[src/rtl/ccw_pkg.sv]
package ccw_pkg;
  typedef enum logic [1:0] {
    FR_IDLE = 2'd0,
    FR_SKIP = 2'd1,
    FR_CAP  = 2'd2
  } fr_state_e;

  function automatic int unsigned bytes_for(input int unsigned nbits, input int unsigned bw);
    return (nbits + bw - 1) / bw;
  endfunction
endpackage

[src/rtl/ccw_chan_sel.sv]
module ccw_chan_sel #(
  parameter int NUM_CH = 4,
  parameter int SEL_W  = 2
) (
  input  logic              clk,
  input  logic              rst_n,
  input  logic              frame_tick,
  input  logic [SEL_W-1:0]  sel_cfg,
  input  logic [NUM_CH-1:0] ch_bit,
  input  logic [NUM_CH-1:0] ch_stb,
  output logic [SEL_W-1:0]  act_ch,
  output logic              sel_bit,
  output logic              sel_stb
);
  logic [SEL_W-1:0]  act_q, act_d;
  logic [NUM_CH-1:0] hit;

  // active channel is latched only on the frame tick
  always_comb begin
    act_d = act_q;
    if (frame_tick) act_d = sel_cfg;
  end

  always_ff @(posedge clk or negedge rst_n) begin
    if (!rst_n) act_q <= '0;
    else if (frame_tick) act_q <= act_d;
  end

  for (genvar gi = 0; gi < NUM_CH; gi++) begin : g_lane
    assign hit[gi] = (act_q == SEL_W'(gi));
  end

  assign sel_stb = |(ch_stb & hit);
  assign sel_bit = |(ch_bit & hit);
  assign act_ch  = act_q;
endmodule

[src/rtl/ccw_framer.sv]
module ccw_framer
  import ccw_pkg::*;
#(
  parameter int WORD_BITS = 78,
  parameter int OFS_W     = 2
) (
  input  logic                 clk,
  input  logic                 rst_n,
  input  logic                 frame_tick,
  input  logic                 bit_in,
  input  logic                 bit_stb,
  input  logic [OFS_W-1:0]     ofs_cfg,
  output logic                 word_done,
  output logic [WORD_BITS-1:0] word_out
);
  localparam int CNT_W = $clog2(WORD_BITS + 1);

  fr_state_e            state_q, state_d;
  logic [OFS_W-1:0]     skip_q, skip_d, ofs_eff;
  logic [CNT_W-1:0]     cnt_q, cnt_d;
  logic [WORD_BITS-1:0] sh_q;
  logic                 sh_en;

  assign ofs_eff  = (ofs_cfg == '0) ? OFS_W'(1) : ofs_cfg;
  assign word_out = {sh_q[WORD_BITS-2:0], bit_in};

  always_comb begin
    state_d   = state_q;
    skip_d    = skip_q;
    cnt_d     = cnt_q;
    sh_en     = 1'b0;
    word_done = 1'b0;
    if (frame_tick) begin
      state_d = FR_SKIP;
      skip_d  = ofs_eff;
      cnt_d   = '0;
    end else if (bit_stb) begin
      case (state_q)
        FR_SKIP: begin
          if (skip_q == OFS_W'(1)) state_d = FR_CAP;
          else                     skip_d  = skip_q - OFS_W'(1);
        end
        FR_CAP: begin
          sh_en = 1'b1;
          if (cnt_q == CNT_W'(WORD_BITS - 1)) begin
            word_done = 1'b1;
            state_d   = FR_IDLE;
            cnt_d     = '0;
          end else begin
            cnt_d = cnt_q + CNT_W'(1);
          end
        end
        default: ;
      endcase
    end
  end

  always_ff @(posedge clk or negedge rst_n) begin
    if (!rst_n) begin
      state_q <= FR_IDLE;
      skip_q  <= '0;
      cnt_q   <= '0;
    end else begin
      state_q <= state_d;
      skip_q  <= skip_d;
      cnt_q   <= cnt_d;
    end
  end

  always_ff @(posedge clk or negedge rst_n) begin
    if (!rst_n)     sh_q <= '0;
    else if (sh_en) sh_q <= word_out;
  end
endmodule

[src/rtl/ccw_holdbuf.sv]
module ccw_holdbuf
  import ccw_pkg::*;
#(
  parameter int WORD_BITS = 78,
  parameter int DATA_W    = 8,
  parameter int IDX_W     = 4
) (
  input  logic                 clk,
  input  logic                 rst_n,
  input  logic                 load,
  input  logic [WORD_BITS-1:0] word_in,
  input  logic                 rd_last,
  input  logic [IDX_W-1:0]     byte_idx,
  output logic [DATA_W-1:0]    byte_out,
  output logic                 ready,
  output logic                 overrun
);
  localparam int NBYTES   = int'(bytes_for(WORD_BITS, DATA_W));
  localparam int BUF_BITS = NBYTES * DATA_W;
  localparam int PAD      = BUF_BITS - WORD_BITS;

  logic [BUF_BITS-1:0] hold_q, hold_d;
  logic                rdy_q, rdy_d, ovr_q, ovr_d;
  logic [DATA_W-1:0]   bytes [NBYTES];

  if (PAD > 0) begin : g_pad
    assign hold_d = {word_in, {PAD{1'b0}}};
  end else begin : g_nopad
    assign hold_d = word_in;
  end

  for (genvar gi = 0; gi < NBYTES; gi++) begin : g_byte
    assign bytes[gi] = hold_q[BUF_BITS-1-gi*DATA_W -: DATA_W];
  end

  always_comb begin
    rdy_d = rdy_q;
    if (load)         rdy_d = 1'b1;
    else if (rd_last) rdy_d = 1'b0;
    ovr_d = rd_last ? 1'b0 : (ovr_q | (load & rdy_q));
  end

  always_ff @(posedge clk or negedge rst_n) begin
    if (!rst_n) begin
      rdy_q <= 1'b0;
      ovr_q <= 1'b0;
    end else begin
      rdy_q <= rdy_d;
      ovr_q <= ovr_d;
    end
  end

  always_ff @(posedge clk or negedge rst_n) begin
    if (!rst_n)    hold_q <= '0;
    else if (load) hold_q <= hold_d;
  end

  assign byte_out = (32'(byte_idx) < NBYTES) ? bytes[byte_idx] : '0;
  assign ready    = rdy_q;
  assign overrun  = ovr_q;
endmodule

[src/rtl/ccw_capture.sv]
module ccw_capture
  import ccw_pkg::*;
#(
  parameter int WORD_BITS = 78,
  parameter int NUM_CH    = 4,
  parameter int SEL_W     = 2,
  parameter int OFS_W     = 2,
  parameter int ADDR_W    = 4,
  parameter int DATA_W    = 8
) (
  input  logic              clk,
  input  logic              rst_n,
  input  logic [NUM_CH-1:0] ch_bit,
  input  logic [NUM_CH-1:0] ch_stb,
  input  logic              frame_tick,
  input  logic              reg_wr,
  input  logic              reg_rd,
  input  logic [ADDR_W-1:0] reg_addr,
  input  logic [DATA_W-1:0] reg_wdata,
  output logic [DATA_W-1:0] reg_rdata,
  output logic              word_ready,
  output logic              overrun
);
  localparam int NBYTES    = int'(bytes_for(WORD_BITS, DATA_W));
  localparam int IDX_W     = $clog2(NBYTES);
  localparam int ADDR_CFG  = 0;
  localparam int ADDR_STAT = 1;
  localparam int ADDR_BUF0 = 2;
  localparam int ADDR_BUFL = ADDR_BUF0 + NBYTES - 1;

  logic [1:0]           rs_q;
  logic                 rst_sync_n;
  logic [SEL_W-1:0]     sel_q, sel_d, act_ch;
  logic [OFS_W-1:0]     ofs_q, ofs_d;
  logic                 cfg_en, sel_bit, sel_stb, word_done, rd_last, in_buf;
  logic [WORD_BITS-1:0] word_bus;
  logic [IDX_W-1:0]     byte_idx;
  logic [ADDR_W-1:0]    addr_off;
  logic [DATA_W-1:0]    buf_byte;

  // reset: asserts at once, releases on the second clock edge
  always_ff @(posedge clk or negedge rst_n) begin
    if (!rst_n) rs_q <= 2'b00;
    else        rs_q <= {rs_q[0], 1'b1};
  end
  assign rst_sync_n = rs_q[1];

  // configuration register
  assign cfg_en = reg_wr && (reg_addr == ADDR_W'(ADDR_CFG));
  always_comb begin
    sel_d = reg_wdata[SEL_W-1:0];
    ofs_d = reg_wdata[SEL_W+OFS_W-1:SEL_W];
  end

  always_ff @(posedge clk or negedge rst_sync_n) begin
    if (!rst_sync_n) begin
      sel_q <= '0;
      ofs_q <= OFS_W'(1);
    end else if (cfg_en) begin
      sel_q <= sel_d;
      ofs_q <= ofs_d;
    end
  end

  ccw_chan_sel #(.NUM_CH(NUM_CH), .SEL_W(SEL_W)) u_sel (
    .clk(clk), .rst_n(rst_sync_n), .frame_tick(frame_tick), .sel_cfg(sel_q),
    .ch_bit(ch_bit), .ch_stb(ch_stb), .act_ch(act_ch),
    .sel_bit(sel_bit), .sel_stb(sel_stb)
  );

  ccw_framer #(.WORD_BITS(WORD_BITS), .OFS_W(OFS_W)) u_frm (
    .clk(clk), .rst_n(rst_sync_n), .frame_tick(frame_tick), .bit_in(sel_bit),
    .bit_stb(sel_stb), .ofs_cfg(ofs_q), .word_done(word_done), .word_out(word_bus)
  );

  assign addr_off = reg_addr - ADDR_W'(ADDR_BUF0);
  assign byte_idx = addr_off[IDX_W-1:0];
  assign in_buf   = (reg_addr >= ADDR_W'(ADDR_BUF0)) && (reg_addr <= ADDR_W'(ADDR_BUFL));
  assign rd_last  = reg_rd && (reg_addr == ADDR_W'(ADDR_BUFL));

  ccw_holdbuf #(.WORD_BITS(WORD_BITS), .DATA_W(DATA_W), .IDX_W(IDX_W)) u_buf (
    .clk(clk), .rst_n(rst_sync_n), .load(word_done), .word_in(word_bus),
    .rd_last(rd_last), .byte_idx(byte_idx), .byte_out(buf_byte),
    .ready(word_ready), .overrun(overrun)
  );

  always_comb begin
    reg_rdata = '0;
    if (reg_addr == ADDR_W'(ADDR_CFG))       reg_rdata = DATA_W'({ofs_q, sel_q});
    else if (reg_addr == ADDR_W'(ADDR_STAT)) reg_rdata = DATA_W'({overrun, word_ready});
    else if (in_buf)                         reg_rdata = buf_byte;
  end
endmodule

[config.mk]
export PLATFORM = sky130hd
export DESIGN_NAME = ccw_capture
export DESIGN_NICKNAME = d
export VERILOG_FILES = /design/src/rtl/ccw_pkg.sv /design/src/rtl/ccw_chan_sel.sv /design/src/rtl/ccw_framer.sv /design/src/rtl/ccw_holdbuf.sv /design/src/rtl/ccw_capture.sv
export SDC_FILE = /design/constraint.sdc
export NUM_CORES = 1
export LEC_CHECK = 0
export BUFFER_PORTS_ARGS = -buffer_cell sky130_fd_sc_hd__buf_2
export CAP_MARGIN = 5
export CORE_UTILIZATION = 66
export CTS_CLUSTER_DIAMETER = 150
export DETAILED_ROUTE_END_ITERATION = 10
export PLACE_DENSITY = 0.85
export SETUP_SLACK_MARGIN = 0.3
export SLEW_MARGIN = 0
export SYNTH_ARGS = -nofsm -noshare
export SYNTH_HDL_FRONTEND = slang
export SYNTH_SLANG_ARGS = --single-unit
[constraint.sdc]
create_clock -name clk -period 8.3 [get_ports clk]
set_clock_uncertainty 0.2 [all_clocks]
set_input_delay 0.83 -clock clk [delete_from_list [all_inputs] [get_ports clk]]
set_output_delay 0.83 -clock clk [all_outputs]
set_load 0.01 [all_outputs]
* Word-level counts from Yosys, hierarchy flattened
Index checks and enable logic that the tools add are counted.
W data, S select, Z words.
** Word-level totals
- Register bits :: 176
- Input bits :: 25
- Output and inout bits :: 10
- Logic and storage cells :: 82
** Operators by class
- $add $sub $neg :: 3
- $lt $le $gt $ge :: 4
- Equal/unequal tests :: 12
- Multiplexer cells :: 31
- Bitwise logic cells :: 5
- Reductions and logical operators :: 16
** Operator list (number)
- $mux W8 :: 6
- $bmux W8 S4 :: 1
- $mux W7 :: 4
- $mux W2 :: 9
- $mux W1 :: 10
- $and A4 B4 Y4 :: 2
- $reduce_bool A2 Y1 :: 4
- $reduce_or A4 Y1 :: 2
- $add A7 B1 Y7 const B :: 1
- $eq A7 B7 Y1 const B :: 1
- $eq A2 B1 Y1 const B :: 3
- $eq A2 B2 Y1 const B :: 3
- $ne A3 B2 Y1 const B :: 2
- $ge A5 B5 Y1 const B :: 1
- $not A4 Y5 :: 1
- $eq A4 B1 Y1 const B :: 1
- $eq A4 B4 Y1 const B :: 1
- $ge A4 B2 Y1 const B :: 1
- $le A4 B4 Y1 const B :: 1
- $logic_not A2 Y1 :: 2
- $logic_not A4 Y1 :: 1
- $lt A4 B4 Y1 const B :: 1
- $pmux W2 S2 :: 1
- $reduce_and A4 Y1 :: 1
- 9 further kinds :: 11

* Longest topological paths before layout
- Depth in word-level cells :: 9
- Depth in mapped cells :: 10

* By module
Synthesis repeated with hierarchy kept, for this count alone.
** Unflattened totals
- Cell total of the unflattened synthesis :: 529
- Area, all modules :: 7882.6 µm²
** By module, submodules not included
- ccw_framer :: instances 1, cells each 234, area each 3701.0 µm², seq. area each 2202.1 µm²
- ccw_holdbuf :: instances 1, cells each 252, area each 3631.0 µm², seq. area each 2001.9 µm²
- ccw_capture :: instances 1, cells each 37, area each 425.4 µm², seq. area each 151.4 µm²
- ccw_chan_sel :: instances 1, cells each 6, area each 125.1 µm², seq. area each 50.0 µm²

* Worst setup path before layout
No wires, ideal clock.
- Path kind :: input to output
- Start :: input port reg_addr[1]
- End :: output port reg_rdata[0]
- Arrival :: 2.951 ns
- Required time :: 7.270 ns
- Slack :: 4.319 ns
- Stages :: 10
- Buffers on the path :: 4
- Cells stage by stage :: buf_2 > clkbuf_1 > clkinv_1 > ha_1 > buf_2 > buf_1 > nand4b_1 > a21oi_1 > a211oi_1 > a21oi_1
** Between the ends
- Cells in the longest elaborated chain, start to end :: 9
- Elaborated cells on any way between the ends :: 15
- Classes of those cells :: 1 x add/sub; 3 x order compare; 1 x eq/ne; 7 x mux; 1 x bitwise; 2 x reduce/logical
** RTL lines
- start, declared :: RTL line ccw_capture.sv:18 : input logic [ADDR_W-1:0] reg_addr,
- $sub A4 B2 Y4 :: RTL line ccw_capture.sv:76 : assign addr_off = reg_addr - ADDR_W'(ADDR_BUF0);
- $not A4 Y5 (not written as such) :: RTL line ccw_holdbuf.sv:58 : assign byte_out = (32'(byte_idx) < NBYTES) ? bytes[byte_idx] : '0;
- $bmux W8 S4 :: RTL line ccw_holdbuf.sv:58
- $mux W8 (not written as such) (2 in a row) :: RTL line ccw_holdbuf.sv:58
- $mux W8 :: RTL line ccw_holdbuf.sv:58
- $mux W8 :: RTL line ccw_capture.sv:91 : else if (in_buf) reg_rdata = buf_byte;
- $mux W8 :: RTL line ccw_capture.sv:90 : else if (reg_addr == ADDR_W'(ADDR_STAT)) reg_rdata = DATA_W'({overrun, word_ready});
- $mux W8 (*) :: RTL line ccw_capture.sv:89 : if (reg_addr == ADDR_W'(ADDR_CFG)) reg_rdata = DATA_W'({ofs_q, sel_q});
- end, declared :: RTL line ccw_capture.sv:20 : output logic [DATA_W-1:0] reg_rdata,
Every way passes the cells marked *; elsewhere a longest branch is shown, timed or not. The select of a mux whose other input is x is not followed.

* Worst setup path after layout
- Start :: input port reg_addr[1]
- End :: output port reg_rdata[2]
The elaborated chain is that of the path after synthesis.

==> results.md <==
- CTS tree: yes
- Clock transition at path regs: about 0.060 ns
- Asr flop ratio synth: 100%
- Vias in the first global route: 4362
- Synth area leader: dfrtp_1
- Outcome: complete, no violations
- Synth top area share: between 50% and 60%
- Routed Wire Length: 13600 um
- Syn Inst Count: between 500 and 600
- CP Capture Type: output port
- Die Span Y: 109 um
- Routed Antenna Nets: 0
- First-pass GRT wire length: approximately 22000 um
- Met1 WL: 5990 um
- DR pass1 iterations: 4
- Initial DRC Count: about 270
- Via/cell ratio: roughly 6.1
- Final Hold Viols: 0
- Fmax: about 220 MHz
- Met2 WL: between 6000 and 7000 um
- Die Span X: between 100 and 150 um
- Starting Density: roughly 69%
- Routed wl met3: 720 um
- Sequential element share of the synthesized area: 57.9%
- Leakage power: 4.23 nW
- Routability cong.: 0.929
- Post-synthesis cell type count: 50
- Layout cell share with drive strength beyond 1: a little under half
- WL per Instance: between 20 and 25 um
- Reg2Reg Depth: 4
- Area Growth Syn to Fin: 10.0%
- CTS Buf Count: 17
- Root Buffer: clkbuf_16
- Layout Nets: between 500 and 600
- Maximum clock path buffer count: 2
- Crit-path max FO: 19
- Final period utilization: approximately 54%
- Critical path's top delay family: adder cells
- Worst ir drop on vdd: about 0.00021 V
- Hold/Removal Path Class: reg -> async
- Crit-path cells: buf_2 > clkinv_1 > ha_1 > mux4_2 > mux2i_1 > o31ai_1 > buf_2
- Syn Area/Cell: roughly 15 um^2
- Row cnt: 38
- Num ports: 35
- Area contributors post-synth: dfrtp_1 58%, mux2_2 24%, mux4_2 5.3%
- Dominant synthesized flop cell: dfrtp_1
- Ant diodes: 0
- Core area: between 10000 and 15000 um^2
- CP dominant cell by count: buf_2
- Crit-path slowest cell: ha_1
- WP data arrival: between 3 and 4 ns
- Worst-margin pin slew: between 1 and 1.5 ns
- Finished Core Util: between 70% and 80%
- Top Layer Used: met4
- Critical Path Max Stage Delay: about 0.96 ns
- Post-synth EDFFs: 0
- Syn_nets: 533
- Largest net degree at the start of global routing: 81
- Total gr overflow: 0
- Type of the worst setup path: in -> out
- Max Slew Vio Count: 0
- Clk Latency, worst-skew pair: about 0.43 ns
- Crit path depth: 7
- CP required: between 7 and 8 ns
- Relative max-transition margin: 28.3%
- H-tree Lvls: 4
- Fin Setup TNS: 0 ns
- Yosys warns: 0
- WP buf/inv: 3
- Finish-stage setup viols: 0
- IO Port Bufs: 30
- GR Util All Layers: 25.5%
- Seq cells post-synth: ~180
- Tmin final: 4.46 ns
- Vias: between 4000 and 5000
- # Max-Cap Violations: 0
- Pwr/cell area: 213 nW/um^2
- Crit start category: input pin
- RSZ-0062 raised after global routing: false
- Most common cell in the synthesized netlist: dfrtp_1
- Commonest cells in the netlist: 175 x dfrtp_1, 161 x mux2_2, 18 x mux4_2, 17 x buf_2, 16 x a21oi_1
- Detailed Place HPWL: around 8500 um
- Die area: 12000 um^2
- Initial antenna violation count: 0
- # DRC: 0
- Clk sink count: around 180
- Post-Syn Area: 7610 um^2
## final cells by class
cell class / count / area [um^2]
clock inverters: 11 / 118
fillers: 637 / 2650
repair buffers: 34 / 183
inverters: 5 / 18.8
flip-flops and latches: 176 / 4410
multi-input cells: 295 / 3040
clock buffers: 19 / 433
well taps: 140 / 175
## flip-flops by register name, indices dropped and copies added (netlist names)
| name | cells |
|---|---|
| u_sel.act_ch | 2 |
| u_frm.cnt_q | 7 |
| u_buf.bytes | 78 |
| u_buf.overrun | 1 |
| u_frm.sh_q | 77 |
| rs_q | 2 |
| u_frm.state_q | 2 |
| sel_q | 2 |
| u_buf.ready | 1 |
| ofs_q | 2 |
| u_frm.skip_q | 2 |
## timing repair
item | in CTS | in global routing
hold endpoints to repair | 2 | 0
setup buffers | 0 | 0
hold buffers | 1 | 0
gates resized for setup | 0 | 0
## kinds of logic after synthesis
group,share of synthesized area (%)
mux,31.2
buf+inv,2.35
fa+ha+maj,0.657
simple gates,3.60
other cells,0.0493
xor+xnor,0.345
flops,57.9
compound gates,3.93
## cells in the final DEF (no fill, tap or decap), types with 3 or more instances in the layout
| master | Yosys | routed |
|---|---|---|
| dfrtp_1 | 175 | 174 |
| mux2_2 | 161 | 161 |
| buf_2 | 17 | 30 |
| mux4_2 | 18 | 18 |
| clkbuf_16 | 0 | 17 |
| a21oi_1 | 16 | 16 |
| o21ai_0 | 10 | 10 |
| mux2i_1 | 9 | 9 |
| nand2_1 | 8 | 8 |
| nor2_1 | 8 | 8 |
| mux2_1 | 6 | 6 |
| clkinv_2 | 0 | 5 |
| inv_1 | 4 | 4 |
| o2111ai_1 | 4 | 4 |
| nand3_1 | 4 | 4 |
| ha_1 | 4 | 4 |
| a21o_1 | 3 | 3 |
| xor2_1 | 3 | 3 |
| nor2b_1 | 3 | 3 |
| a211oi_1 | 3 | 3 |
| nand3b_1 | 3 | 3 |
| buf_4 | 1 | 3 |
## final timing paths
kind	to	from	slack [ns]
worst max-delay path	reg_rdata[2]	reg_addr[1]	3.84
worst min-delay path	u_buf.bytes[51]	rs_q[1]	0.06
worst max register to register	u_buf.bytes[33]	u_sel.act_ch[0]	5.50
worst min register to register	u_buf.bytes[51]	rs_q[1]	0.06
max in group asynchronous	sel_q[0]	rs_q[1]	6.56
min in group clk	rs_q[1]	rs_q[0]	0.15
## worst register-to-register path: stages (launching register included)
cell and delay [ns]:
dfrtp_1 0.42, mux4_2 0.68, nand3_4 0.10, buf_4 0.76, mux2_2 0.53
## power by group
part / internal, W / switching (W)
registers: 0.000880 / 0.0000198
logic: 0.0000573 / 0.0000711
clock network: 0.000438 / 0.000317
total: 0.00138 / 0.000408
## per-layer routing
layer	global-route usage [%]	up-vias
li1	-	1902
met1	32.5	2162
met2	41.7	94
met3	7.35	22
met4	9.81	0
met5	0	-
## stage by stage
stage                     total power [W]  setup slack [ns]  hold WS, ns  area (um^2)  instances
after floorplan                   0.00101              2.83        0.131         7610        504
after global placement            0.00104              3.91       0.0532         7820        649
after detailed placement          0.00104              3.81       0.0661         7820        649
after CTS                         0.00180              3.84       0.0715         8380        680
after global routing              0.00185              3.67       0.0969         8380        680
final                             0.00178              3.84       0.0555         8380        680
(Power assumes the default switching activity.)
